<file path="config.mk">
export PLATFORM = sky130hd
export DESIGN_NAME = five_level_pwm
export DESIGN_NICKNAME = d
export VERILOG_FILES = /design/src/rtl/fpwm_pkg.sv /design/src/rtl/fpwm_carrier_path.sv /design/src/rtl/fpwm_gate_ctrl.sv /design/src/rtl/five_level_pwm.sv
export SDC_FILE = /design/constraint.sdc
export NUM_CORES = 1
export LEC_CHECK = 0
export CORE_MARGIN = 5
export CORE_UTILIZATION = 57
export DETAILED_ROUTE_END_ITERATION = 16
export HOLD_SLACK_MARGIN = 0.1
export PLACE_DENSITY_LB_ADDON = 0.3
export SLEW_MARGIN = 30
export SYNTH_ARGS = -nofsm -noshare
export SYNTH_HDL_FRONTEND = slang
export SYNTH_SLANG_ARGS = --single-unit
export TNS_END_PERCENT = 30
</file>
<file path="constraint.sdc">
create_clock -name clk -period 4.7 [get_ports clk]
set_clock_uncertainty 0.15 [all_clocks]
set_input_delay 1.175 -clock clk [delete_from_list [all_inputs] [get_ports clk]]
set_output_delay 1.175 -clock clk [all_outputs]
set_load 0.01 [all_outputs]
</file>
<file path="src/rtl/fpwm_pkg.sv">
package fpwm_pkg;
  // Strobes from the carrier datapath to the gate control
  typedef struct packed {
    logic pulse;     // duty value above carrier
    logic positive;  // sampled reference >= 0
    logic highBand;  // |ref| >= carrier peak
    logic atPeak;    // carrier at its top value
  } bandStrb_t;
endpackage

</file>
<file path="src/rtl/fpwm_carrier_path.sv">
module fpwm_carrier_path
  import fpwm_pkg::*;
#(
  parameter int REF_W = 12,
  parameter int CMAX  = 1000
) (
  input  logic                    clk,
  input  logic                    rst,
  input  logic signed [REF_W-1:0] refIn,
  output bandStrb_t               strb
);
  localparam int CNT_W = $clog2(CMAX + 1);
  localparam int MAG_W = REF_W + 1;
  localparam int CW    = (MAG_W > CNT_W) ? MAG_W : CNT_W;
  localparam logic [CNT_W-1:0] PEAK = CNT_W'(CMAX);
  localparam logic [CW-1:0]    PEAKW = CW'(CMAX);

  logic [CNT_W-1:0]    carrier;
  logic                countUp;
  logic signed [REF_W-1:0] refHeld;

  // Triangular carrier, 0..CMAX..0
  always_ff @(posedge clk) begin
    if (rst) begin
      carrier <= '0;
      countUp <= 1'b1;
    end else if (countUp) begin
      carrier <= carrier + 1'b1;
      if (carrier == PEAK - 1'b1) countUp <= 1'b0;
    end else begin
      carrier <= carrier - 1'b1;
      if (carrier == CNT_W'(1)) countUp <= 1'b1;
    end
  end

  // Reference held for one whole carrier period
  always_ff @(posedge clk) begin
    if (rst)                 refHeld <= '0;
    else if (carrier == '0)  refHeld <= refIn;
  end

  logic signed [MAG_W-1:0] refExt;
  logic [CW-1:0] magW, dutyW, carW;
  logic          isPos, isHigh;

  always_comb begin
    refExt = {refHeld[REF_W-1], refHeld};
    isPos  = ~refHeld[REF_W-1];
    magW   = isPos ? CW'(unsigned'(refExt)) : CW'(unsigned'(-refExt));
    isHigh = (magW >= PEAKW);
    dutyW  = isHigh ? (magW - PEAKW) : magW;
    carW   = CW'(carrier);
    strb.pulse    = (dutyW > carW);
    strb.positive = isPos;
    strb.highBand = isHigh;
    strb.atPeak   = (carrier == PEAK);
  end


  carrier_range_chk: assert property (@(posedge clk) disable iff (rst)
    carrier <= PEAK);

  carrier_turn_chk: assert property (@(posedge clk) disable iff (rst)
    (carrier == PEAK) |=> (carrier == PEAK - 1'b1));

  carrier_floor_chk: assert property (@(posedge clk) disable iff (rst)
    (carrier == '0) |=> (carrier == CNT_W'(1)));

  ref_hold_chk: assert property (@(posedge clk) disable iff (rst)
    ($past(carrier) != '0) |-> $stable(refHeld));
endmodule

</file>
<file path="src/rtl/fpwm_gate_ctrl.sv">
module fpwm_gate_ctrl
  import fpwm_pkg::*;
(
  input  logic      clk,
  input  logic      rst,
  input  logic      en,
  input  bandStrb_t strb,
  output logic      legAHigh,
  output logic      legALow,
  output logic      legBHigh,
  output logic      legBLow,
  output logic      linkUpOn,
  output logic      linkUpOff,
  output logic      linkDnOn,
  output logic      linkDnOff
);
  logic turnFlag;
  logic selUp;
  logic upNext, dnNext;

  always_comb begin
    selUp = ~turnFlag;
    if (strb.highBand) begin
      // selected switch drops out between pulses
      upNext = strb.pulse | ~selUp;
      dnNext = strb.pulse |  selUp;
    end else begin
      // selected switch alone carries the pulse
      upNext = strb.pulse &  selUp;
      dnNext = strb.pulse & ~selUp;
    end
  end

  always_ff @(posedge clk) begin
    if (rst) begin
      turnFlag  <= 1'b0;
      legAHigh  <= 1'b0;
      legALow   <= 1'b0;
      legBHigh  <= 1'b0;
      legBLow   <= 1'b0;
      linkUpOn  <= 1'b0;
      linkUpOff <= 1'b0;
      linkDnOn  <= 1'b0;
      linkDnOff <= 1'b0;
    end else begin
      turnFlag <= turnFlag ^ strb.atPeak;
      if (en) begin
        legAHigh  <=  strb.positive;
        legBLow   <=  strb.positive;
        legALow   <= ~strb.positive;
        legBHigh  <= ~strb.positive;
        linkUpOn  <=  upNext;
        linkUpOff <= ~upNext;
        linkDnOn  <=  dnNext;
        linkDnOff <= ~dnNext;
      end else begin
        legAHigh  <= 1'b0;
        legALow   <= 1'b0;
        legBHigh  <= 1'b0;
        legBLow   <= 1'b0;
        linkUpOn  <= 1'b0;
        linkUpOff <= 1'b0;
        linkDnOn  <= 1'b0;
        linkDnOff <= 1'b0;
      end
    end
  end


  leg_exclusive_chk: assert property (@(posedge clk) disable iff (rst)
    !(legAHigh && legALow) && !(legBHigh && legBLow));

  disable_off_chk: assert property (@(posedge clk) disable iff (rst)
    !$past(en) |-> !(legAHigh || legALow || legBHigh || legBLow ||
                     linkUpOn || linkUpOff || linkDnOn || linkDnOff));

  turn_hold_chk: assert property (@(posedge clk) disable iff (rst)
    !$past(strb.atPeak) |-> $stable(turnFlag));

  low_single_chk: assert property (@(posedge clk) disable iff (rst)
    $past(en && !strb.highBand) |-> !(linkUpOn && linkDnOn));

  high_floor_chk: assert property (@(posedge clk) disable iff (rst)
    $past(en && strb.highBand) |-> (linkUpOn || linkDnOn));
endmodule

</file>
<file path="src/rtl/five_level_pwm.sv">
module five_level_pwm
  import fpwm_pkg::*;
#(
  parameter int REF_W = 12,
  parameter int CMAX  = 1000
) (
  input  logic                    clk,
  input  logic                    rst,
  input  logic                    en,
  input  logic signed [REF_W-1:0] refIn,
  output logic                    legAHigh,
  output logic                    legALow,
  output logic                    legBHigh,
  output logic                    legBLow,
  output logic                    linkUpOn,
  output logic                    linkUpOff,
  output logic                    linkDnOn,
  output logic                    linkDnOff
);
  bandStrb_t strb;

  fpwm_carrier_path #(.REF_W(REF_W), .CMAX(CMAX)) i_path (
    .clk   (clk),
    .rst   (rst),
    .refIn (refIn),
    .strb  (strb)
  );

  fpwm_gate_ctrl i_ctrl (
    .clk       (clk),
    .rst       (rst),
    .en        (en),
    .strb      (strb),
    .legAHigh  (legAHigh),
    .legALow   (legALow),
    .legBHigh  (legBHigh),
    .legBLow   (legBLow),
    .linkUpOn  (linkUpOn),
    .linkUpOff (linkUpOff),
    .linkDnOn  (linkDnOn),
    .linkDnOff (linkDnOff)
  );
endmodule

</file>
# After elaboration in Yosys (flattened, before gate mapping)
# Cells that the tools add are included.
[totals] reg_bits=30 latch_bits=0 ramBits=0 mem_bits_ro=0 elab_cells=39 n_memories=0
[classes] add_sub_neg=4 mul=0 div=0 magnitude_cmp=2 eq_ne=3 shift=0 mux=8 n_bitwise=10 reduce_logical=2
[ops] cell="13-bit 2-to-1 mux" count=2
[ops] cell="10-bit equality test, second input constant" count=2
[ops] cell="13-bit by 10-bit >= comparator with 1-bit output, second input constant" count=1
[ops] cell="13-bit by 10-bit > comparator with 1-bit output" count=1
[ops] cell="12-bit negator with 13-bit output" count=1
[ops] cell="13-bit by 10-bit subtractor with 13-bit output, second input constant" count=1
[ops] cell="10-bit by 1-bit adder with 10-bit output, second input constant" count=1
[ops] cell="10-bit by 1-bit equality test with 1-bit output, second input constant" count=1
[ops] cell="10-bit zero test" count=1
[ops] cell="10-bit 2-to-1 mux" count=1
[ops] cell="10-bit by 1-bit subtractor with 10-bit output, second input constant" count=1
[ops] cell="1-bit 2-to-1 mux" count=5
[ops] cell="1-bit inverter" count=5
[ops] cell="1-bit AND" count=2
[ops] cell="1-bit bitwise OR" count=2
[ops] cell="2-bit OR reduction" count=1
[ops] cell="1-bit XOR" count=1

# Depth between registers and ports, before layout
# Gate-level depths: netlist (run 1).
[logic_depth] depth_word=8 depth_mapped=20

# Modules after synthesis
# From an unflattened synthesis (run 1), not the netlist that was laid out.
[hier_totals] cells_unflattened=265 hier_area_um2=2164.6
[by_module_without_submodules] module="fpwm_carrier_path" n_inst=1 cells_each=244 area_per_inst_um2=1936.9
[by_module_without_submodules] module="fpwm_gate_ctrl" n_inst=1 cells_each=21 area_per_inst_um2=227.7

# Worst setup path before layout (run 1)
# Ideal clock, no wire load.
[synth_path] kind="reg-to-reg" startpoint="register i_path.refHeld[0]" endpoint="register i_ctrl.linkUpOn" setup_ps=115 arrival_ps=3629 required_time_ps=4435 setup_slack_ps=806 path_stages_with_launch=19 n_path_buf=0 period_less_slack_ps=3894 path_cell_list="dfxtp_1 -> inv_1 -> ha_1 -> nor3b_2 -> nor2_1 -> xnor2_1 -> ha_1 -> inv_1 -> a31o_1 -> a31oi_4 -> mux2i_1 -> ha_1 -> a211oi_1 -> nor2_1 -> o311ai_1 -> nor2_1 -> nor3_1 -> a221oi_2 -> and2_1"
[synth_between] elab_chain_len=7 elab_cells_between_ends=9 classes_between="2 x add/sub; 2 x order compare; 3 x mux; 2 x bitwise"
[synth_lines] item="start, declared" line_no="fpwm_carrier_path.sv:20" text="logic signed [REF_W-1:0] refHeld;"
[synth_lines] item="start signal, assigned" line_no="fpwm_carrier_path.sv:39" text="else if (carrier == '0) refHeld <= refIn;"
[synth_lines] item="12-bit negator with 13-bit output" line_no="fpwm_carrier_path.sv:49" text="magW = isPos ? CW'(unsigned'(refExt)) : CW'(unsigned'(-refExt));"
[synth_lines] item="13-bit 2-to-1 mux *" line_no="fpwm_carrier_path.sv:49"
[synth_lines] item="13-bit by 10-bit subtractor with 13-bit output / 13-bit by 10-bit >= comparator with 1-bit output (equally long branches)" line_no="fpwm_carrier_path.sv:51, fpwm_carrier_path.sv:50"
[synth_lines] item="13-bit 2-to-1 mux" line_no="fpwm_carrier_path.sv:51" text="dutyW = isHigh ? (magW - PEAKW) : magW;"
[synth_lines] item="13-bit by 10-bit > comparator with 1-bit output" line_no="fpwm_carrier_path.sv:53" text="strb.pulse = (dutyW > carW);"
[synth_lines] item="1-bit AND / 1-bit bitwise OR (equally long branches)" line_no="fpwm_gate_ctrl.sv:29, fpwm_gate_ctrl.sv:25"
[synth_lines] item="1-bit 2-to-1 mux *" line_no="fpwm_gate_ctrl.sv:23" text="if (strb.highBand) begin"
[synth_lines] item="end signal, assigned" line_no="fpwm_gate_ctrl.sv:52" text="linkUpOn <= upNext;"
[synth_lines] item="end, declared" line_no="fpwm_gate_ctrl.sv:12" text="output logic linkUpOn,"
# Mark *: on every way between the ends. The rest lies on a longest branch, timed or not.
# A chain may end at the register's enable or synchronous reset.

# Worst setup path in the final report (run 1)
# Ends and elaborated chain as after synthesis.

==> qor.yml, run 1 <==
postCtsHoldBufs: 0
route.detailed.drc: 0
power_frac_comb_pct: 41.2
grt_pass1_wl_um: 8680
synth-edff-count: 0
clockBufferDepth: 2
seq_area_frac_synth_pct: 25.8
drive_gt1_share_pct: 9.06
die_h_um: 73.9
final_nets: 339
worst-path-max-fanout: 6
clock_latency_ps: 280
finalSetupViolCount: 0
setup_ws_ps: 388
fmax_mhz: 232
first_pass_iters: 4
finalWirelength_um: 5230
cap_violations: 0
wl_per_cell_um: 14.6
cts_setup_buffers: 0
avgViaCountPerCell: 5.90
clkPwrFrac_pct: 23.0
status: "finished, final reports clean"
diodes: 0
cts_tree: "built"
fin_setup_tns_ps: 0
htree_levels: 2
fillers: 347
ys.flop_type: "dfxtp_1"
grt_setup_unrepaired: "no"
crit_arrival_ps: 4340
critPathMaxStageDelay_ps: 410
switchingPower_mw: 0.304
area_growth_pct: 13.4
seq_power_share_pct: 35.9
leakagePower_nw: 0.973
syn_area_mm2: 0.00233
netSwitchingFraction_pct: 36.5
place_inst: 352
die_w_um: 73.9
worst_slew_pin_slew_ps: 873
instances_no_fill: 359
layout_min_cycle_time_ps: 4310
synth_nets: 321
cp-start-kind: "flop"
grt_max_degree: 27
path_buf_inv: 2
cts_sinks: 30
synth_cells: 291
portBuffers: 22
vdd_drop_max_v: 0.000171
ant_nets: 0
clkTransAtPathRegs_ps: 60
criticalPathCategory: "reg2reg"
hp-class: "reg2reg"
cp-end-kind: "flop"
synth_warnings: 0
rows: 23
core_mm2: 0.00397
layout_commonest_cell: "nor2_1"
ys_ff_latch: 30
clockRootBuffer: "clkbuf_8"
critPathTopFamily: "compound AO/OA/AOI/OAI gates"
gp_congestion: 0.928
ios: 23
dieArea_mm2: 0.00547
cts_inserted_buffers: 5
slowest_stage: "o311ai_2"
drt_iter0_markers: 107
intPower_mw: 0.529
slew_violations: 0
grt_pass1_vias: 1951
p_per_area_mw_per_mm2: 315
multiInputGateArea_mm2: 0.00159
final_cell_mix: "nor2_1, dfxtp_1, clkdlybuf4s50_1"
worst-endpoint-required_ps: 4730
synthDistinctLibCells: 61
dp_hpwl_um: 3960
path_cells: "inv_1 > ha_1 > nor3b_2 > nor2_1 > xnor2_1 > ha_1 > inv_1 > a31o_1 > a31oi_4 > nor2_1 > xnor2_1 > ha_1 > a211oi_1 > nand2_1 > o311ai_2 > nor2_1 > nor3_1 > a221oi_2 > and2_1"
antenna_found_initial: 0
hold_viol_final: 0
slew_headroom_pct: 41.3
grtUsageTotal_pct: 20.6
grt_overflow_total: 0
via_count: 2117
seq_area_um2: 601
async_flop_share_pct: 0
pre_cts_slack_ps: 336
post-route-period-util_pct: 91.7
avgSynthCellArea_um2: 8.01
start_util_pct: 58.7
## cell type report
type | instances | share of cell area (%)
Tap cell | 50 | 2.37
Sequential cell | 30 | 22.7
Inverter | 20 | 2.84
Multi-Input combinational cell | 227 | 60.2
Clock buffer | 7 | 2.89
Timing Repair Buffer | 25 | 9.00
## state kept, by name (all words and copies together) (netlist names)
name              cells
i_ctrl.legAHigh       1
i_ctrl.legALow        1
i_ctrl.linkDnOff      1
i_ctrl.linkDnOn       1
i_ctrl.linkUpOff      1
i_ctrl.linkUpOn       1
i_ctrl.turnFlag       1
i_path.carrier       10
i_path.countUp        1
i_path.refHeld       12
## worst register-to-register path: stages (launching register included)
cell and delay [ps]:
dfxtp_1 360, inv_1 140, ha_1 230, nor3b_2 350
nor2_1 120, xnor2_1 250, ha_1 240, inv_1 100
a31o_1 230, a31oi_4 280, nor2_1 100, xnor2_1 140
ha_1 180, a211oi_1 260, nand2_1 110, o311ai_2 410
nor2_1 100, nor3_1 190, a221oi_2 90, and2_1 170
## path summary, 6_finish.rpt
path | startpoint | end | slack (ps) | cells past startpoint
hold / removal | i_path.carrier[9] | i_path.carrier[9] | 360 | 2
hold reg to reg | i_path.carrier[9] | i_path.carrier[9] | 360 | 2
setup / recovery | i_path.refHeld[0] | i_ctrl.linkUpOn | 390 | 19
setup reg to reg | i_path.refHeld[0] | i_ctrl.linkUpOn | 390 | 19
## power by group through the flow
stage / Combinational (mW) / Sequential [mW] / Clock, mW
after floorplan: 0.263 / 0.296 / 0
final: 0.343 / 0.299 / 0.191
after global placement: 0.327 / 0.303 / 0
after CTS: 0.336 / 0.299 / 0.199
after detailed placement: 0.333 / 0.304 / 0
after global routing: 0.379 / 0.303 / 0.213
## stage by stage
stage	hold WS (ps)	total power, mW	utilization, %	area (µm²)
2_1_floorplan	316	0.559	-	2330
3_3_place_gp	343	0.630	64.5	2560
3_5_place_dp	352	0.637	64.5	2560
4_1_cts	360	0.833	66.4	2640
5_1_grt	392	0.895	66.5	2640
6_report	359	0.833	66.5	2640
## layer usage
layer / track usage, % / vias up / routed length, µm
met2: 34.7 / 81 / 2470
li1: - / 1074 / -
met3: 5.00 / 17 / 347
met5: 0 / - / 0
met4: 8.65 / 0 / 136
met1: 25.0 / 945 / 2270
## timing repair
item,in CTS,in global routing
setup endpoints to repair,0,2
endpoints found under the hold margin,0,0
resized for setup,0,1
## cells by family after synthesis
kind of cell / share of synthesized area [%]
flip-flops: 25.8
XOR/XNOR: 7.47
AND/OR/NAND/NOR: 27.7
adder cells (fa/ha/maj): 8.06
AO/OA/AOI/OAI: 18.7
multiplexers: 6.01
buffers and inverters: 6.34
## Yosys cell counts, types with 2 or more instances
cell type	count	area share, %
nand2b_1	3	0.81
dfxtp_1	30	26
nor4_1	5	1.3
clkbuf_1	8	1.3
nand3b_1	2	0.64
buf_4	3	0.97
a21oi_1	14	3.0
nor2b_1	3	0.81
or3_1	5	1.3
nand2_1	18	2.9
xor2_1	4	1.5
nor3_1	12	2.6
inv_1	19	3.1
ha_1	15	8.1
a31oi_1	2	0.54
o31ai_1	3	0.97
and3_1	4	1.1
o41ai_1	2	0.75
a22o_1	2	0.75
nand4_1	7	1.9
a221oi_2	2	1.3
o21ai_0	9	1.9
xnor2_1	14	5.3
a211oi_1	3	0.97
and2_1	4	1.1
nor2_1	44	7.1
nand3_1	7	1.5
mux2i_1	14	6.0
Note: power is estimated with default switching activity, not from simulation.
==> inputs of run 2 (changes only) <==
Settings changed: SLEW_MARGIN 30 to not set.
==> qor.yml, run 2 (same netlist as run 1, synthesis figures left out) <==
finalSetupViolCount: 0
final_cell_mix: "nor2_1, dfxtp_1, clkdlybuf4s50_1"
highest_layer: "met4"
finish.utilization_pct: 66.6
cp-end-kind: "flop"
final_nets: 339
pre_cts_slack_ps: 336
top_register: "i_path.refHeld"
largest_register_ffs: 12
r2r-start: "i_path.refHeld[0]"
avgViaCountPerCell: 5.90
path_buf_inv: 2
cp-start-kind: "flop"
portBuffers: 22
intPower_mw: 0.530
critPathTopFamily: "compound AO/OA/AOI/OAI gates"
hp-class: "reg2reg"
rows: 23
start_util_pct: 58.7
postCtsHoldBufs: 0
met3_length_um: 347
clockBufferDepth: 2
r2r_cells: 19
first_pass_iters: 4
netSwitchingFraction_pct: 36.4
slew_headroom_pct: 35.5
setup_ws_ps: 388
ant_nets: 0
worst_slew_pin_slew_ps: 965
grt_overflow_total: 0
antenna_found_initial: 0
status: "finished, final reports clean"
clock_latency_ps: 280
multiInputGateArea_mm2: 0.00159
layout_min_cycle_time_ps: 4310
seq_power_share_pct: 35.9
finalWirelength_um: 5230
p_total_mw: 0.834
core_mm2: 0.00397
grtUsageTotal_pct: 20.6
wl_per_cell_um: 14.6
grt_pass1_wl_um: 8680
dp_hpwl_um: 3960
worst-path-max-fanout: 6
fillers: 346
holdPathStages: 2
hold_viol_final: 0
vdd_drop_max_v: 0.000171
clockRootBuffer: "clkbuf_8"
leakagePower_nw: 0.972
fmax_mhz: 232
drive_gt1_share_pct: 8.74
path_cells: "inv_1 > ha_1 > nor3b_2 > nor2_1 > xnor2_1 > ha_1 > inv_1 > a31o_1 > a31oi_4 > nor2_1 > xnor2_1 > ha_1 > a211oi_1 > nand2_1 > o311ai_2 > nor2_1 > nor3_1 > a221oi_2 > and2_1"
gp_congestion: 0.928
final_area_mm2: 0.00265
crit_arrival_ps: 4340
htree_levels: 2
die_h_um: 73.9
grt_max_degree: 27
die_w_um: 73.9
diodes: 0
slowest_stage: "o311ai_2"
route.detailed.drc: 0
r2r_slack_ps: 390
reg_top3: "i_path.refHeld x12, i_path.carrier x10"
hp-start: "i_path.carrier[9]"
grt_setup_unrepaired: "no"
hold_end: "i_path.carrier[9]"
layout_commonest_cell: "nor2_1"
clkTransAtPathRegs_ps: 60
p_per_area_mw_per_mm2: 315
r2r-end: "i_ctrl.linkUpOn"
criticalPathCategory: "reg2reg"
cts_tree: "built"
post-route-period-util_pct: 91.7
worst-endpoint-required_ps: 4730
cts_inserted_buffers: 5
area_growth_pct: 13.6
cap_violations: 0
cts_sinks: 30
switchingPower_mw: 0.304
ios: 23
fin_setup_tns_ps: 0
dieArea_mm2: 0.00547
clkPwrFrac_pct: 23.0
critPathMaxStageDelay_ps: 410
wl_met2_um: 2470
seq_area_um2: 601
slew_violations: 0
placed_area_mm2: 0.00256
grt_pass1_vias: 1951
via_count: 2117
drt-met1-wl_um: 2270
drt_iter0_markers: 107
power_frac_comb_pct: 41.2
-- run 2: cell types whose count changed in the layout (fill, tap and decap cells not counted) --
cell,change
buf_2,-1
clkdlybuf4s50_1,+1
-- run 2: metrics by stage --
step                      hold WS, ps  std cells
after floorplan                   316        291
after global placement            343        352
after detailed placement          352        352
after CTS                         360        359
after global routing              392        359
final                             359        359
-- run 2: power by group through the flow --
stage / clock, mW / sequential, mW / combinational, mW
4_1_cts: 0.199 / 0.299 / 0.336
6_report: 0.191 / 0.299 / 0.343
5_1_grt: 0.213 / 0.303 / 0.379
3_5_place_dp: 0 / 0.304 / 0.333
3_3_place_gp: 0 / 0.303 / 0.327
2_1_floorplan: 0 / 0.296 / 0.263
-- run 2: layout make-up --
| cell class | count | share of cell area, % |
|---|---|---|
| Timing Repair Buffer | 25 | 9.17 |
| Tap cell | 50 | 2.36 |
| Sequential cell | 30 | 22.7 |
| Multi-Input combinational cell | 227 | 60.0 |
| Inverter | 20 | 2.84 |
| Clock buffer | 7 | 2.88 |
-- run 2: worst max-delay path by stage --
stage / from / end / slack, ps / depth (start not counted)
3_5_place_dp: i_path.refHeld[0] / i_ctrl.linkDnOn / 340 / 18
4_1_cts: i_path.refHeld[0] / i_ctrl.linkDnOn / 330 / 18
5_1_grt: i_path.refHeld[0] / i_ctrl.linkUpOn / 50 / 19
3_3_place_gp: i_path.refHeld[0] / i_ctrl.linkUpOn / 490 / 18
2_1_floorplan: i_path.refHeld[0] / i_ctrl.linkUpOn / 810 / 18
6_report: i_path.refHeld[0] / i_ctrl.linkUpOn / 390 / 19
-- run 2: what timing repair did --
item                       CTS  global route
setup endpoints to repair    0             2
resized for setup            0             1
setup buffers                0             0
-- run 2: layer usage --
metal / GRT usage (%) / up-vias
met2: 34.7 / 81
li1: - / 1074
met3: 5.00 / 17
met4: 8.65 / 0
met1: 25.0 / 945
met5: 0 / -
-- run 2: tightest hold or removal path, delay by kind of cell, from the launching register on --
family             cells  cell delay [ps]
DFF                    1              330
AOI/OAI and AO/OA      2              140
==> inputs of run 3 (changes only) <==
Settings changed: CORE_UTILIZATION 57 to 45.
==> qor.yml, run 3 (same netlist as run 1, synthesis figures left out) <==
grtUsageTotal_pct: 17.5
leakagePower_nw: 0.972
largest_register_ffs: 12
switchingPower_mw: 0.306
clockRootBuffer: "clkbuf_8"
htree_levels: 2
top_register: "i_path.refHeld"
r2r_cells: 19
seq_power_share_pct: 35.7
worst-path-max-fanout: 6
p_per_area_mw_per_mm2: 313
slew_headroom_pct: 35.4
die_w_um: 82.0
r2r-end: "i_ctrl.linkUpOn"
via_count: 2107
path_buf_inv: 2
finalSetupViolCount: 0
rows: 26
critPathTopFamily: "simple AND/OR/NAND/NOR gates"
start_util_pct: 45.9
intPower_mw: 0.530
ios: 23
cap_violations: 0
clockBufferDepth: 2
hp-class: "reg2reg"
portBuffers: 22
route.detailed.drc: 0
cts_inserted_buffers: 5
postCtsHoldBufs: 0
drt_iter0_markers: 83
cp-start-kind: "flop"
gp_congestion: 0.888
first_pass_iters: 4
hp-start: "i_path.carrier[9]"
cp-end-kind: "flop"
power_frac_comb_pct: 41.3
finalWirelength_um: 5330
layout_min_cycle_time_ps: 4340
fmax_mhz: 230
cts_tree: "built"
grt_max_degree: 27
timing.hold.ws_ps: 358
r2r-start: "i_path.refHeld[0]"
reg_top3: "i_path.refHeld x12, i_path.carrier x10"
wl_per_cell_um: 14.1
clock_latency_ps: 280
grt_pass1_vias: 2016
dieArea_mm2: 0.00672
avgViaCountPerCell: 5.56
grt_pass1_wl_um: 9110
crit_arrival_ps: 4360
status: "finished, final reports clean"
drive_gt1_share_pct: 8.74
area_growth_pct: 14.7
slowest_stage: "or3_1"
cts_sinks: 30
dp_hpwl_um: 4150
clkPwrFrac_pct: 23.0
grt_overflow_total: 0
post-route-period-util_pct: 92.4
r2r_slack_ps: 360
final_nets: 339
worst-endpoint-required_ps: 4720
diodes: 0
netSwitchingFraction_pct: 36.6
worst_slew_pin_slew_ps: 966
clkTransAtPathRegs_ps: 60
slew_violations: 0
antenna_found_initial: 0
hold_viol_final: 0
ant_nets: 0
vdd_drop_max_v: 0.000153
holdPathStages: 2
hold_end: "i_path.carrier[9]"
layout_commonest_cell: "nor2_1"
path_cells: "inv_1 > ha_1 > nor3b_2 > nor2_1 > xnor2_1 > ha_1 > inv_1 > a31o_1 > a31oi_4 > nor2_1 > xnor2_1 > ha_1 > nand4_1 > or3_1 > o311ai_2 > nor2_1 > nor3_1 > a221oi_2 > and2_1"
die_h_um: 82.0
criticalPathCategory: "reg2reg"
fin_setup_tns_ps: 0
grt_setup_unrepaired: "no"
fillers: 518
core_mm2: 0.00507
final_cell_mix: "nor2_1, dfxtp_1, clkdlybuf4s50_1"
critPathMaxStageDelay_ps: 410
[run 3: worst min-delay path: cells and delay by family (launching register included)]
kind            cells  cell delay [ps]
flops               1              330
compound gates      2              130
[run 3: stage by stage]
stage	setup slack (ps)	power [mW]	instances	utilization (%)	cell area, µm²
floorplan	806	0.559	291	-	2330
finish	357	0.836	379	52.6	2670
global route	10.7	0.898	379	52.6	2670
global placement	473	0.634	372	51.0	2590
detailed placement	249	0.641	372	51.0	2590
CTS	234	0.840	379	52.5	2660
[run 3: timing repair]
item,in CTS,in global routing
setup buffers,0,0
setup endpoints to repair,0,3
resized for setup,0,1
[run 3: per-layer routing]
metal | vias up | GRT usage (%) | part of all wire, %
met1 | 956 | 21.7 | 45
met3 | 6 | 3.29 | 6.0
met2 | 62 | 30.2 | 47
met5 | - | 0 | 0
li1 | 1083 | - | -
met4 | 0 | 5.98 | 1.4
[run 3: worst max-delay path by stage]
stage / startpoint / endpoint / slack, ps / depth (start not counted)
final: i_path.refHeld[0] / i_ctrl.linkUpOn / 360 / 19
after global placement: i_path.refHeld[0] / i_ctrl.linkUpOn / 470 / 18
after detailed placement: i_path.refHeld[0] / i_ctrl.linkUpOn / 250 / 18
after CTS: i_path.refHeld[0] / i_ctrl.linkUpOn / 230 / 18
after floorplan: i_path.refHeld[0] / i_ctrl.linkUpOn / 810 / 18
after global routing: i_path.refHeld[0] / i_ctrl.linkUpOn / 10 / 18
[run 3: area by class of cell]
class	count	area, µm²	area share (%)
Clock buffer	7	76.3	2.86
Sequential cell	30	601	22.5
Tap cell	70	87.6	3.28
Inverter	20	75.1	2.81
Timing Repair Buffer	25	243	9.09
Multi-Input combinational cell	227	1590	59.5
[run 3: power groups by stage]
stage	logic [mW]	clock network (mW)	registers [mW]
global route	0.383	0.213	0.302
CTS	0.339	0.203	0.298
global placement	0.331	0	0.303
detailed placement	0.338	0	0.304
finish	0.346	0.193	0.298
floorplan	0.263	0	0.296
